--- config.mk ---
export PLATFORM = sky130hd
export DESIGN_NAME = winreg_file
export DESIGN_NICKNAME = d
export VERILOG_FILES = /design/src/rtl/wrf_pkg.sv /design/src/rtl/wrf_xlate.sv /design/src/rtl/wrf_window_ctl.sv /design/src/rtl/wrf_bank.sv /design/src/rtl/winreg_file.sv
export SDC_FILE = /design/constraint.sdc
export NUM_CORES = 1
export LEC_CHECK = 0
export ABC_AREA = 0
export BUFFER_PORTS_ARGS = -buffer_cell sky130_fd_sc_hd__buf_2
export CAP_MARGIN = 25
export CORE_AREA = 4 4 303 305
export CTS_CLUSTER_SIZE = 40
export DETAILED_ROUTE_END_ITERATION = 10
export DIE_AREA = 0 0 307 309
export HOLD_SLACK_MARGIN = 0.02
export PLACE_DENSITY = 0.71
export SYNTH_ARGS = -nofsm -noshare
export SYNTH_HDL_FRONTEND = slang
export SYNTH_SLANG_ARGS = --single-unit
--- constraint.sdc ---
create_clock -name clk -period 7.1 [get_ports clk]
set_input_delay 0.71 -clock clk [delete_from_list [all_inputs] [get_ports clk]]
set_output_delay 0.71 -clock clk [all_outputs]
set_load 0.005 [all_outputs]
--- src/rtl/wrf_pkg.sv ---
package wrf_pkg;
  localparam int GRP_SIZE   = 4;  // registers per window step
  localparam int WIN_GROUPS = 4;  // 16-register window
  localparam int LIDX_W     = 4;
  localparam int AMT_W      = 2;
  typedef enum logic { ROT_FWD = 1'b0, ROT_BACK = 1'b1 } rot_dir_e;
endpackage

--- src/rtl/wrf_xlate.sv ---
module wrf_xlate #(
  parameter int BASE_W = 3,
  localparam int PIDX_W = BASE_W + 2
) (
  input  logic [BASE_W-1:0]          base,
  input  logic [wrf_pkg::LIDX_W-1:0] lidx,
  output logic [PIDX_W-1:0]          pidx
);
  // truncation to PIDX_W gives the modulo-bank wrap
  assign pidx = {base, 2'b00} + PIDX_W'(lidx);
endmodule

--- src/rtl/wrf_window_ctl.sv ---
module wrf_window_ctl #(
  parameter int NGROUPS = 8,
  localparam int BASE_W = $clog2(NGROUPS)
) (
  input  logic                      clk,
  input  logic                      rst_n,
  input  logic                      rot_valid,
  input  logic                      rot_dir,
  input  logic [wrf_pkg::AMT_W-1:0] rot_amt,
  output logic [BASE_W-1:0]         base,
  output logic                      wrap
);
  import wrf_pkg::*;

  logic [NGROUPS-1:0] live_q;
  logic [NGROUPS-1:0] leave_m, enter_m, back_m;
  logic [BASE_W-1:0]  amt_g, base_nxt;
  logic               act, fwd, collide;

  assign amt_g = BASE_W'(rot_amt);
  assign act   = rot_valid && (rot_amt != '0);
  assign fwd   = (rot_dir_e'(rot_dir) == ROT_FWD);
  assign base_nxt = fwd ? base + amt_g : base - amt_g;

  always_comb begin
    leave_m = '0;
    enter_m = '0;
    back_m  = '0;
    for (int j = 0; j < WIN_GROUPS - 1; j++) begin
      if (j < int'(rot_amt)) begin
        leave_m[base + BASE_W'(j)]                      = 1'b1;
        enter_m[base + BASE_W'(j) + BASE_W'(WIN_GROUPS)] = 1'b1;
        back_m[base - BASE_W'(j) - BASE_W'(1)]          = 1'b1;
      end
    end
  end

  assign collide = |(enter_m & live_q);

  always_ff @(posedge clk or negedge rst_n) begin
    if (!rst_n) begin
      base   <= '0;
      live_q <= '0;
      wrap   <= 1'b0;
    end else begin
      wrap <= act && fwd && collide;
      if (act) begin
        base   <= base_nxt;
        live_q <= fwd ? (live_q | leave_m) : (live_q & ~back_m);
      end
    end
  end
endmodule

--- src/rtl/wrf_bank.sv ---
module wrf_bank #(
  parameter int DATA_W = 32,
  parameter int NREGS  = 32,
  parameter int NRD    = 2,
  localparam int PIDX_W = $clog2(NREGS)
) (
  input  logic                        clk,
  input  logic                        we,
  input  logic [PIDX_W-1:0]           waddr,
  input  logic [DATA_W-1:0]           wdata,
  input  logic [NRD-1:0][PIDX_W-1:0]  raddr,
  output logic [NRD-1:0][DATA_W-1:0]  rdata
);
  logic [DATA_W-1:0] mem [NREGS];

  always_ff @(posedge clk) begin
    if (we) mem[waddr] <= wdata;
  end

  for (genvar r = 0; r < NRD; r++) begin : g_rd
    assign rdata[r] = (we && (waddr == raddr[r])) ? wdata : mem[raddr[r]];
  end
endmodule

--- src/rtl/winreg_file.sv ---
module winreg_file #(
  parameter int DATA_W    = 32,
  parameter int PHYS_REGS = 32,
  localparam int NGROUPS  = PHYS_REGS / wrf_pkg::GRP_SIZE,
  localparam int BASE_W   = $clog2(NGROUPS)
) (
  input  logic                      clk,
  input  logic                      rst_n,
  input  logic [3:0]                rd0_idx,
  output logic [DATA_W-1:0]         rd0_data,
  input  logic [3:0]                rd1_idx,
  output logic [DATA_W-1:0]         rd1_data,
  input  logic                      wr_en,
  input  logic [3:0]                wr_idx,
  input  logic [DATA_W-1:0]         wr_data,
  input  logic                      rot_valid,
  input  logic                      rot_dir,
  input  logic [1:0]                rot_amt,
  output logic [BASE_W-1:0]         win_base,
  output logic                      wrap_flag
);
  localparam int PIDX_W = $clog2(PHYS_REGS);
  localparam int NPORT  = 3;  // two reads, one write

  logic [NPORT-1:0][3:0]        lidx;
  logic [NPORT-1:0][PIDX_W-1:0] pidx;
  logic [1:0][DATA_W-1:0]       rdata;

  assign lidx = {wr_idx, rd1_idx, rd0_idx};

  wrf_window_ctl #(.NGROUPS(NGROUPS)) u_ctl (
    .clk(clk), .rst_n(rst_n),
    .rot_valid(rot_valid), .rot_dir(rot_dir), .rot_amt(rot_amt),
    .base(win_base), .wrap(wrap_flag)
  );

  for (genvar p = 0; p < NPORT; p++) begin : g_xl
    wrf_xlate #(.BASE_W(BASE_W)) u_xl (
      .base(win_base), .lidx(lidx[p]), .pidx(pidx[p])
    );
  end

  wrf_bank #(.DATA_W(DATA_W), .NREGS(PHYS_REGS), .NRD(2)) u_bank (
    .clk(clk), .we(wr_en), .waddr(pidx[2]), .wdata(wr_data),
    .raddr(pidx[1:0]), .rdata(rdata)
  );

  assign rd0_data = rdata[0];
  assign rd1_data = rdata[1];
endmodule

After elaboration in Yosys (flattened, before gate mapping)
Memory sizes are Yosys's and may differ from the RTL's.
Cells that the tools add are included.

word-level totals
  memory bits (writable) = 1024
  output and inout bits = 68
  bits in registers = 12
  memories kept = 1
  word-level logic and storage cells = 101
  bits of input ports = 51

operators by class
  reduce and logical (&&, ||, !) cells = 16
  bitwise logic cells = 11
  add/sub/neg operators = 14
  order comparisons = 21
  muxes and demuxes = 33
  equality and inequality tests = 2

memories
  memory      depth  bits a word  rd ports  clocked after memory_dff  write ports  line            RTL
  u_bank.mem  32     32           2         0                         1            wrf_bank.sv:14  logic [DATA_W-1:0] mem [NREGS];

operators with widths
  cell                   count
  $mux W8                10
  $mux W32               2
  $or A8 B8 Y8           7
  $lt A3 B4 Y1 const B   9
  $demux W1 S3           9
  $ge A3 B1 Y1 const B   9
  $and A8 B8 Y8          2
  $add A5 B4 Y5          3
  $logic_and A1 B1 Y1    14
  $mux W1                11
  $eq A5 B5 Y1           2
  $add A3 B3 Y3 const B  3
  $sub A3 B1 Y3 const B  3
  $not A8 Y8             1
  $reduce_or A8 Y1       1
  $lt A1 B2 Y1 const A   2
  $add A3 B1 Y3 const B  1
  $add A3 B2 Y3          1
  $add A3 B2 Y3 const B  1
  $mux W3                1
  $sub A3 B2 Y3          1
  $sub A3 B2 Y3 const B  1
  $lt A2 B2 Y1 const A   1
  $reduce_bool A2 Y1     1
  $not A1 Y1             1

Logic depth before layout (Yosys ltp)
  depth after elaboration = 13
  depth in mapped cells = 11
  depth with buffers taken out = 8

Cells and area by module
A second synthesis with hierarchy kept.

unflattened totals
  cells, all modules = 3424
  area total of the unflattened synthesis = 51265.4 sq um

by module, submodules not included
  module          seq. area each (sq um)  area an instance (sq um)  cells each  instances
  wrf_bank        30749.5                 49749.0                   3227        1
  wrf_window_ctl  300.3                   1302.5                    170         1
  wrf_xlate       0.0                     71.3                      9           3

Worst setup path before layout
OpenSTA, ideal clock, no wires.

  path type = input -> register
  from = in wr_idx[2]
  to = mem u_bank.mem[25][0] (enable)
  data arrival time = 3.285 ns
  buffers on the path = 1
  library setup time = 0.421 ns
  required time = 6.679 ns
  stages on the path = 6
  setup slack = 3.393 ns
  cells stage by stage = ha_1 > fa_1 > clkbuf_1 > nor2b_1 > nand2_1 > nor2_1

between the ends
  longest elaborated chain between the ends = 1

RTL lines
  item           line               RTL
  from (decl)    winreg_file.sv:14  input logic [3:0] wr_idx,
  $add A5 B4 Y5  wrf_xlate.sv:10    assign pidx = {base, 2'b00} + PIDX_W'(lidx);
  to (decl)      wrf_bank.sv:14

Every way passes these cells.

Final worst setup path
  from = reg u_ctl.base[0]
  to = out rd0_data[4]

between the ends
  longest elaborated chain between the ends = 4
  elaborated cells between the ends (all ways) = 6
  those cells by class = 2 x add/sub; 1 x eq/ne; 1 x mux; 1 x reduce/logical; 1 x memory

RTL lines
  item                                                                     line                  RTL
  from (decl)                                                              wrf_window_ctl.sv:10  output logic [BASE_W-1:0] base,
  from (signal assigned)                                                   wrf_window_ctl.sv:48  base <= base_nxt;
  parallel branches: the longest is 3 deep, another holds $mem_v2 Z32 W32  -
  $mux W32 *                                                               wrf_bank.sv:21        assign rdata[r] = (we && (waddr == raddr[r])) ? wdata : mem[raddr[r]];
  to (decl)                                                                winreg_file.sv:10     output logic [DATA_W-1:0] rd0_data,

Mark *: on every way between the ends.

==> results.md <==
* Worst-Skew Late Latency at 680 ps
* LEAKAGE at ~17 nW
* Mean post-synth cell area at 19.7 um2
* Post-place setup slack at 1760 ps
* Max Transition Viols Final at 0
* Fin util at 60.8%
* GP Congestion at 0.857
* Top FF cell, synth: edfxtp_1
* Slew @ Worst Pin at about 1100 ps
* GRT Util Overall at 31.4%
* RSZ-0062 raised after global routing: no
* Worst hold path class: in2reg
* Vias in the first global route at 28700
* P&R area growth vs syn at 11.3%
* Peak supply drop at about 0.00029 V
* Synthesized net count at between 2000 and 3000
* Chip height at 309 um
* Sink Count at 1036
* IO Count at 119
* CP Capture Type: output pin
* GRT overflow at 0
* Clk buf depth at 3
* Clock skew at around 19 ps
* Routed len/inst at 38.5 um
* Startpoint types: flip-flop
* Synth Instances at 2478
* Via density at 7.54
* Met3 WL post-DR at 21200 um
* First-pass GRT wire length at 209000 um
* Status: finished, final reports clean
* H-Tree Depth at 3
* Dpl hpwl at 88100 um
* Initial antenna violation count at 24
* Core area at 89300 um2
* Share of cells above drive strength 1 at 32.4%
* Power Dens Cells at 350 nW/um2
* Hold Fails Final Rpt at 0
* Final worst setup slack at ~1200 ps
* CTS tree: yes
* Synthesis Warnings at 0
* EDFF count, synth at 1024
* Clk Tree Root Cell: clkbuf_16
* Total CTS buffers at approximately 110
* CTS clk-pin slew, worst paths at 50 ps
* Initial drt markers at 4666
* Maxcap violations at 0
* Area after DPL at 50600 um2
* DRC at 0
* F_max at about 0.17 GHz
* Tightest hold margin at 348 ps
* FFs w/ async S/R, synth at 1.16%
* CP Data Arrival Time at 5160 ps
* Fin nets at 2648
* Min Tclk post-route at 5870 ps
* Distinct cells, synth at 58
* Worst Path Max Fanout at 54
* Critical path required time at 6390 ps
* Placed Cells incl. Taps at 3645
* Vias at approximately 29000
* Relative slew slack at 22.6%
* Initial Utilization at between 50% and 60%
* Highest routed metal layer: met5
* Port Buf Inserts at approximately 120
* Synth Register Bits at 1036
* Die Span X at approximately 300 um
* Drt pass-1 iters at 6
* Pin count of the biggest net entering global routing at 84
* WL final at ~150000 um
* Die footprint at 94900 um2
* Antenna-violating nets left at 0
* Final Cycle Share at 82.7%
* # setup viols final at 0
* Met2 routed WL at 67500 um
* Fillers at 6147
* Total design power at 19.0 mW
* Register area share after synthesis at 63.7%
* Setup CP Type: reg2out
* Post-Layout Cell Count at 3856
* Cell area after synthesis at 48800 um2
* Final instance area at around 54000 um2
* TNS Setup at 0 ps
* DRT met1 WL at about 52000 um
* Row count at 110
## report_power, final
group / total [mW] / internal [mW] / leakage (nW) / switching (mW)
clock network: 5.77 / 3.40 / 1.75 / 2.37
registers: 7.20 / 7.04 / 9.36 / 0.160
logic: 6.02 / 2.01 / 6.00 / 4.01
total: 19.0 / 12.5 / 17.1 / 6.53
## what timing repair did
| action | in CTS | in global routing |
|---|---|---|
| gates resized for setup | 0 | 0 |
| buffers inserted | 0 | 0 |
| hold endpoints to repair | 12 | 0 |
| hold buffers | 1 | 0 |
## critical path, stage by stage (launching register included)
cell and delay, ps:
dfrtp_1 420, buf_16 190, ha_4 800, buf_4 730, mux4_2 330, nor2b_1 130, a211oi_1 70, or4_1 520
o21ai_1 820, buf_2 260
## worst paths after layout
check / endpoint / from / depth (start not counted) / slack, ps
max: rd0_data[4] / u_ctl.base[0] / 9 / 1230
min: u_ctl.base[0] / rot_amt[0] / 3 / 350
max reg2reg: u_bank.mem[15][9] / u_ctl.base[0] / 7 / 3200
min reg2reg: u_ctl.live_q[1] / u_ctl.live_q[1] / 2 / 560
max in group asynchronous: u_ctl.live_q[3] / rst_n / 2 / 6440
min in group asynchronous: u_ctl.live_q[4] / rst_n / 2 / 440
## cell usage after synthesis, types with 12 or more instances
| cell type | count | area, um2 |
|---|---|---|
| mux4_1 | 71 | 1870 |
| xor2_1 | 12 | 105 |
| a211oi_1 | 62 | 465 |
| clkbuf_1 | 48 | 180 |
| a21oi_1 | 15 | 75.1 |
| o22ai_1 | 190 | 1190 |
| buf_2 | 72 | 360 |
| o21ai_0 | 47 | 235 |
| buf_6 | 32 | 360 |
| edfxtp_1 | 1024 | 30700 |
| o21ai_1 | 30 | 150 |
| mux4_2 | 430 | 9680 |
| buf_4 | 25 | 188 |
| nor2_1 | 49 | 184 |
| or4_1 | 61 | 458 |
| mux2i_1 | 13 | 130 |
| nor2b_1 | 38 | 238 |
| nand2_1 | 82 | 308 |
| and2_1 | 30 | 188 |
| buf_1 | 13 | 48.8 |
| dfrtp_1 | 12 | 300 |
## final cells by class
cell class / instances / area, um2 / share of cell area (%)
timing repair buffer: 202 / 1460 / 2.70
clock buffer: 132 / 2820 / 5.20
sequential: 1036 / 31000 / 57.2
clock inverter: 62 / 767 / 1.41
multi-input combinational: 1229 / 16600 / 30.7
inverter: 9 / 33.8 / 0.0622
antenna: 10 / 25.0 / 0.0461
tap: 1176 / 1470 / 2.71
## flip-flops by register name, summed over array words and instances (netlist names)
| register | cells |
|---|---|
| u_ctl.wrap | 1 |
| u_bank.mem | 1024 |
| u_ctl.base | 3 |
| u_ctl.live_q | 8 |
## cell families (layout without fill, tap and decap cells)
| family | count (synthesis) | after routing | synth area share [%] |
|---|---|---|---|
| AO/OA/AOI/OAI | 367 | 367 | 4.73 |
| adder cells (fa/ha/maj) | 13 | 13 | 0.395 |
| multiplexers | 534 | 534 | 24.7 |
| flip-flops | 1036 | 1036 | 63.7 |
| buffers and inverters | 213 | 405 | 2.83 |
| AND/OR/NAND/NOR | 294 | 294 | 3.24 |
| other | 0 | 10 | 0 |
| XOR/XNOR | 21 | 21 | 0.393 |
## per-layer routing
layer | up-vias | GRT usage [%]
met5 | - | 0
met4 | 12 | 13.9
met3 | 464 | 12.1
met2 | 2342 | 46.8
met1 | 15100 | 41.9
li1 | 11100 | -
## cell usage in the layout (no fill, tap or decap), types with 47 or more instances in the layout
master     count
o21ai_0       47
a211oi_1      62
clkbuf_16    109
or4_1         61
o22ai_1      190
mux4_2       430
buf_4         65
nand2_1       74
buf_2        114
edfxtp_1    1024
mux4_1        71
Power figures use the tool's default switching activity.
